`src/rtl/opstat_pkg.sv`:
```
package opstat_pkg;
    typedef enum logic [1:0] {
        ST_IDLE  = 2'd0,
        ST_PROG  = 2'd1,
        ST_ERASE = 2'd2
    } opstat_state_e;
endpackage

```
`src/rtl/opstat_edge.sv`:
```
module opstat_edge (
    input  logic clk,
    input  logic rst_n,
    input  logic strobe,
    output logic rise
);
    logic strobe_q;

    always_ff @(posedge clk or negedge rst_n) begin
        if (!rst_n) strobe_q <= 1'b0;
        else        strobe_q <= strobe;
    end

    assign rise = strobe & ~strobe_q;
endmodule

```
`src/rtl/opstat_fsm.sv`:
```
module opstat_fsm
    import opstat_pkg::*;
(
    input  logic          clk,
    input  logic          rst_n,
    input  logic          busy,
    input  logic          op_is_erase,
    output opstat_state_e state,
    output logic          start,
    output logic          running
);
    opstat_state_e state_q;
    opstat_state_e state_d;

    always_ff @(posedge clk or negedge rst_n) begin
        if (!rst_n) state_q <= ST_IDLE;
        else        state_q <= state_d;
    end

    always_comb begin
        state_d = state_q;
        unique case (state_q)
            ST_IDLE:  if (busy) state_d = op_is_erase ? ST_ERASE : ST_PROG;
            ST_PROG:  if (!busy) state_d = ST_IDLE;
            ST_ERASE: if (!busy) state_d = ST_IDLE;
            default:  state_d = ST_IDLE;
        endcase
    end

    always_comb begin
        start   = 1'b0;
        running = 1'b0;
        unique case (state_q)
            ST_IDLE:  start = busy;
            ST_PROG:  running = 1'b1;
            ST_ERASE: running = 1'b1;
            default:  running = 1'b0;
        endcase
    end

    assign state = state_q;
endmodule

```
`src/rtl/opstat_toggle.sv`:
```
module opstat_toggle (
    input  logic clk,
    input  logic rst_n,
    input  logic clear,
    input  logic advance,
    output logic tog
);
    logic tog_q;

    always_ff @(posedge clk or negedge rst_n) begin
        if (!rst_n)       tog_q <= 1'b0;
        else if (clear)   tog_q <= 1'b0;
        else if (advance) tog_q <= ~tog_q;
    end

    assign tog = tog_q;
endmodule

```
`src/rtl/opstat_compose.sv`:
```
module opstat_compose
    import opstat_pkg::*;
#(
    parameter int DW       = 16,
    parameter int POLL_BIT = 7,
    parameter int TOG_BIT  = 6
) (
    input  logic          clk,
    input  logic          rst_n,
    input  logic          capture,
    input  logic          cap_erase,
    input  logic          cap_bit,
    input  opstat_state_e state,
    input  logic          tog,
    input  logic [DW-1:0] array_data,
    output logic [DW-1:0] rd_data
);
    logic          poll_q;
    logic [DW-1:0] status;

    always_ff @(posedge clk or negedge rst_n) begin
        if (!rst_n)       poll_q <= 1'b0;
        else if (capture) poll_q <= cap_erase ? 1'b0 : ~cap_bit;
    end

    for (genvar i = 0; i < DW; i++) begin : g_bit
        if (i == POLL_BIT) begin : g_poll
            assign status[i] = poll_q;
        end else if (i == TOG_BIT) begin : g_tog
            assign status[i] = tog;
        end else begin : g_zero
            assign status[i] = 1'b0;
        end
    end

    always_comb begin
        unique case (state)
            ST_IDLE:  rd_data = array_data;
            ST_PROG:  rd_data = status;
            ST_ERASE: rd_data = status;
            default:  rd_data = array_data;
        endcase
    end
endmodule

```
`src/rtl/opstat_reporter.sv`:
```
module opstat_reporter
    import opstat_pkg::*;
#(
    parameter int DATA_W   = 16,
    parameter int POLL_BIT = 7,
    parameter int TOG_BIT  = 6
) (
    input  logic              clk,
    input  logic              rst_n,
    input  logic              rd_strobe,
    input  logic              busy,
    input  logic              op_is_erase,
    input  logic [DATA_W-1:0] prog_data,
    input  logic [DATA_W-1:0] array_data,
    output logic [DATA_W-1:0] rd_data
);
    opstat_state_e state_q;
    logic          start;
    logic          running;
    logic          rd_rise;
    logic          tog;

    opstat_edge u_edge (
        .clk    (clk),
        .rst_n  (rst_n),
        .strobe (rd_strobe),
        .rise   (rd_rise)
    );

    opstat_fsm u_fsm (
        .clk         (clk),
        .rst_n       (rst_n),
        .busy        (busy),
        .op_is_erase (op_is_erase),
        .state       (state_q),
        .start       (start),
        .running     (running)
    );

    opstat_toggle u_tog (
        .clk     (clk),
        .rst_n   (rst_n),
        .clear   (start),
        .advance (rd_rise & running),
        .tog     (tog)
    );

    opstat_compose #(
        .DW       (DATA_W),
        .POLL_BIT (POLL_BIT),
        .TOG_BIT  (TOG_BIT)
    ) u_compose (
        .clk        (clk),
        .rst_n      (rst_n),
        .capture    (start),
        .cap_erase  (op_is_erase),
        .cap_bit    (prog_data[POLL_BIT]),
        .state      (state_q),
        .tog        (tog),
        .array_data (array_data),
        .rd_data    (rd_data)
    );
endmodule

```
`config.mk`:
```
export PLATFORM = sky130hd
export DESIGN_NAME = opstat_reporter
export DESIGN_NICKNAME = d
export VERILOG_FILES = /design/src/rtl/opstat_pkg.sv /design/src/rtl/opstat_edge.sv /design/src/rtl/opstat_fsm.sv /design/src/rtl/opstat_toggle.sv /design/src/rtl/opstat_compose.sv /design/src/rtl/opstat_reporter.sv
export SDC_FILE = /design/constraint.sdc
export NUM_CORES = 1
export LEC_CHECK = 0
export BUFFER_PORTS_ARGS = -buffer_cell sky130_fd_sc_hd__buf_2
export CORE_AREA = 2 2 39 41
export DETAILED_ROUTE_END_ITERATION = 6
export DIE_AREA = 0 0 41 43
export HOLD_SLACK_MARGIN = 0.02
export PLACE_DENSITY = 0.81
export SETUP_SLACK_MARGIN = 0.4
export SLEW_MARGIN = 20
export SYNTH_ARGS = -nofsm -noshare
export SYNTH_HDL_FRONTEND = slang
export SYNTH_HIERARCHICAL = 1
export SYNTH_SLANG_ARGS = --single-unit
export TNS_END_PERCENT = 20
```
`constraint.sdc`:
```
create_clock -name clk -period 2.03 [get_ports clk]
set_input_delay 0.203 -clock clk [delete_from_list [all_inputs] [get_ports clk]]
set_output_delay 0.203 -clock clk [all_outputs]
set_load 0.02 [all_outputs]
```
== Yosys cells after proc, flatten, opt, wreduce, memory -nomap -nowiden ==
Cells that the tools add are included.

* Register bits after elaboration: 5
* Bits in latches: 0
* RAM bits: 0
* Memory bits (read-only): 0
* Bits of input ports: 37
* Output and inout bits: 16
* Memories kept: 0

* Add/sub/neg operators: 0
* $mul: 0
* Divide/modulo/power cells: 0
* $lt $le $gt $ge: 0
* Eq/ne operators: 4
* Shift-type cells: 0
* Muxes and demuxes: 10
* Bitwise operators: 5
* Reductions and logical operators: 4

{| class="wikitable"
|+ Operator list
! cell !! count
|-
| 16-bit two-way mux || 1
|-
| 2-bit two-way mux || 3
|-
| 1-bit two-way mux || 5
|-
| 2-bit != test, second input constant || 2
|-
| 2-bit case mux with 2 select lines || 1
|-
| 1-bit inverter || 3
|-
| 1-bit AND || 2
|-
| 2-bit by 1-bit == test with 1-bit output, second input constant || 1
|-
| 2-bit == test, second input constant || 1
|-
| 2-bit logical NOT || 1
|-
| 2-bit AND reduction || 1
|-
| 2-bit nonzero test || 1
|-
| 2-bit OR reduction || 1
|}

== Logic depth before layout (Yosys ltp) ==
* Depth after elaboration: 6
* Gate-level depth with buffers: 5

== By module ==
Netlist, hierarchy kept.

{| class="wikitable"
|+ By module, submodules not included
! module !! instances !! cells an instance !! area each (um^2) !! seq. area each (um^2)
|-
| opstat_compose || 1 || 21 || 173.9 || 25.0
|-
| opstat_fsm || 1 || 13 || 132.6 || 50.0
|-
| opstat_edge || 1 || 2 || 38.8 || 25.0
|-
| opstat_toggle || 1 || 3 || 37.5 || 25.0
|-
| opstat_reporter || 1 || 1 || 6.3 || 0.0
|}

== Worst setup path before layout ==
OpenSTA, ideal clock, no wires.

* Kind: reg2out
* From: reg u_fsm.state_q[1], in the netlist u_fsm/state[1]
* To: out rd_data[6]
* Arrival time: 1.082 ns
* Data required time: 1.827 ns
* Setup slack: 0.745 ns
* Stages on the path, launching flop included: 3
* Path buffers: 0
* Cell sequence: dfrtp_1 xnor2_2 mux2_2

* Cells in the longest elaborated chain, start to end: 3

{| class="wikitable"
|+ RTL lines
! what !! RTL line !! RTL
|-
| start: declaration || opstat_fsm.sv:12 || <nowiki>opstat_state_e state_q;</nowiki>
|-
| start signal: assignment || opstat_fsm.sv:17 || <nowiki>else state_q <= state_d;</nowiki>
|-
| 2-bit by 1-bit == test with 1-bit output or 2-bit == test (tied branches) || opstat_compose.sv:37 || <nowiki>unique case (state)</nowiki>
|-
| 2-bit OR reduction (no line) * || - ||
|-
| 16-bit two-way mux * || opstat_compose.sv:37 ||
|-
| end: declaration || opstat_reporter.sv:15 || <nowiki>output logic [DATA_W-1:0] rd_data</nowiki>
|}

Mark *: on every way between the ends. The rest lies on a longest branch, timed or not.

== Worst setup path after layout ==
Ends and elaborated chain as after synthesis.

==> metrics.md <==
| Metric | Value |
|---|---|
| Post-Syn Area per Cell | 9.73 µm² |
| Comb power frac | 0.686 |
| Startpoint Class | flop |
| Worst Setup End Kind | primary output |
| Clk Latency, worst-skew pair | 0.24 ns |
| Max cap viols | 0 |
| Initial drt markers | 5 |
| Status | completed |
| Synth Area in Compound Gates | 0.0386 |
| Commonest non-fill, non-tap cell in the layout | buf_2 |
| Synth Area in XOR/XNOR | 0.0643 |
| Final worst slack | 0.459 ns |
| Crit path DAT | 1.37 ns |
| Largest family of logic cells by synthesized area | simple AND/OR/NAND/NOR gates |
| Actual slew at the worst max-slew pin | 0.175 ns |
| Switching share of total power | 0.455 |
| Port Buffer Count | 37 |
| Syn. warnings | 6 |
| ANT nets after route | 0 |
| Final WL | 877 µm |
| PD cells | 1330 nW/µm² |
| Routed length per placed instance | 8.95 µm |
| Die area | 1760 µm² |
| Std-Cell Core Area | 1380 µm² |
| Lkg Pwr | 0.000344 µW |
| Final TNS setup | 0 ns |
| Top Metal Used | met3 |
| Pre-CTS worst setup slack | 0.671 ns |
| Die height | 43 µm |
| DPL Wire Length | 756 µm |
| Clock buffer depth | 2 |
| Crit path max fanout | 4 |
| Synth Register Bits | 5 |
| CTS tree | done |
| Initial antenna violation count | 0 |
| Layout filler cell count | 132 |
| Die X | 41 µm |
| Syn Inst Count | 40 |
| CTS Buf Count | 3 |
| WL met1 | 324 µm |
| Sequential-to-total area share from yosys stat | 0.322 |
| First-pass GRT wire length | 1110 µm |
| Most frequent cells in the layout | buf_2, and2_1, dfrtp_1 |
| Nets | 121 |
| Mapped Area | 389 µm² |
| Pin count of the biggest net entering global routing | 15 |
| Max-slew headroom | 0.880 |
| Post-synthesis adder-cell area fraction | 0.0322 |
| Vias in the first global route | 326 |
| Reg clk slew, reported paths | 0.04 ns |
| Sequential Power Share | 0.182 |
| Initial Util | 0.281 |
| Maximum clock frequency | 0.637 GHz |
| Diode count | 0 |
| Internal cell power | 458 µW |
| Crit Path Class | flop to primary output |
| Rows | 14 |
| RSZ-0062 raised after global routing | no |
| Root Driver | clkbuf_4 |
| H-tree depth | 1 |
| Clock skew | 0.00265 ns |
| Area growth syn-to-layout | 62.4% |
| WL met3 | 176 µm |
| Clk pwr share | 0.131 |
| IO Pins | 53 |
| Remaining Overflow, GRT | 0 |
| NetSw | 383 µW |
| Vias per cell | 4.22 |
| Setup violators final | 0 |
| Layout cells sized above 1 | 0.598 |
| First drt pass iteration count | 4 |
| DRC viols | 0 |
| Final Hold Fails | 0 |
| Mux share of post-synthesis cell area | 0.113 |
| Max-slew violations | 0 |
| Synthesized Nets | 78 |
| DR WL met2 | 376 µm |
| Routability Congestion | 0.714 |
| Fin crit period | 1.57 ns |
| # Post-CTS Setup Buffers | 0 |
| Gr usage total | 0.0984 |
| Clock sinks | 5 |
| Max VDD drop | 0.430 mV |
| CP Data Required Time | 1.83 ns |
| Routed via count | 414 |
| Post-Synth Simple-Gate Area | 0.392 |
| Yosys cell types | 16 |
| Final period util | 0.774 |
| HP Class | primary input to flop |
[power groups by stage]
stage	sequential [µW]	combinational [µW]	clock, µW
3_5_place_dp	154	582	0
2_1_floorplan	149	421	0
3_3_place_gp	153	570	0
5_1_grt	158	637	117
6_report	153	577	110
4_1_cts	152	584	115
[critical path, cell delays in order (launching register included)]
cell and delay (ns):
dfrtp_2 0.43, xnor2_2 0.19, mux2_2 0.35, buf_2 0.16
[layer usage]
metal	vias up	GRT usage
met5	-	0
met4	0	0.100
met3	0	0.0366
met2	33	0.159
met1	168	0.0797
li1	213	-
[through the flow]
| step | hold slack (ns) | std cells | cell area [µm²] | utilization | total power [µW] |
|---|---|---|---|---|---|
| after floorplan | -0.0926 | 40 | 389 | - | 570 |
| after CTS | 0.0808 | 98 | 631 | 0.456 | 852 |
| final | 0.0895 | 98 | 632 | 0.457 | 841 |
| after global placement | 0.0156 | 93 | 594 | 0.429 | 723 |
| after global routing | 0.0845 | 98 | 632 | 0.457 | 912 |
| after detailed placement | 0.0173 | 93 | 594 | 0.429 | 735 |
[cells by family (layout without fill, tap and decap cells)]
kind of cell	after synthesis	after routing
flip-flops	5	5
AND/OR/NAND/NOR	24	24
buffers and inverters	3	45
XOR/XNOR	2	2
multiplexers	4	4
adder cells (fa/ha/maj)	1	1
AO/OA/AOI/OAI	1	1
[synthesized netlist by cell type (all sizes together)]
cell type	instances	area share
and2	16	0.26
buf	1	0.019
dfrtp	5	0.32
ha	1	0.032
inv	2	0.019
mux2	3	0.087
mux2i	1	0.026
nand3	2	0.026
nand3b	1	0.019
nand4b	1	0.023
nor2	3	0.029
nor2b	1	0.035
o2bb2ai	1	0.039
xnor2	2	0.064
[final timing paths]
path / end / start / cells after the start / slack (ns)
max in group asynchronous: u_fsm/state[1] / rst_n / 2 / 1.59
worst max register to register: u_compose/poll_q / u_fsm/state[0] / 4 / 0.65
worst max-delay path: rd_data[6] / u_fsm/state[1] / 3 / 0.46
worst min-delay path: u_edge/strobe_q / rd_strobe / 1 / 0.09
worst min register to register: u_compose/poll_q / u_compose/poll_q / 1 / 0.51
min in group asynchronous: u_fsm/state[0] / rst_n / 2 / 0.30
[state kept, by name, summed over array words and instances, names as in the netlist]
name	count
u_compose/poll_q	1
u_edge/strobe_q	1
u_fsm/state	2
u_tog/tog	1
[final cells by class]
cell class / instances / area (µm²) / share of cell area
timing repair buffer: 39 / 203 / 0.321
multi-input combinational: 32 / 249 / 0.394
inverter: 2 / 7.51 / 0.0119
tap: 16 / 20.0 / 0.0317
sequential: 5 / 126 / 0.200
clock buffer: 4 / 26.3 / 0.0416
[what timing repair did]
item / in CTS / in global routing
setup endpoints to repair: 0 / 15
hold buffers: 1 / 0
gates resized for setup: 0 / 1
endpoints found under the hold margin: 5 / 0
(Power assumes the default switching activity.)
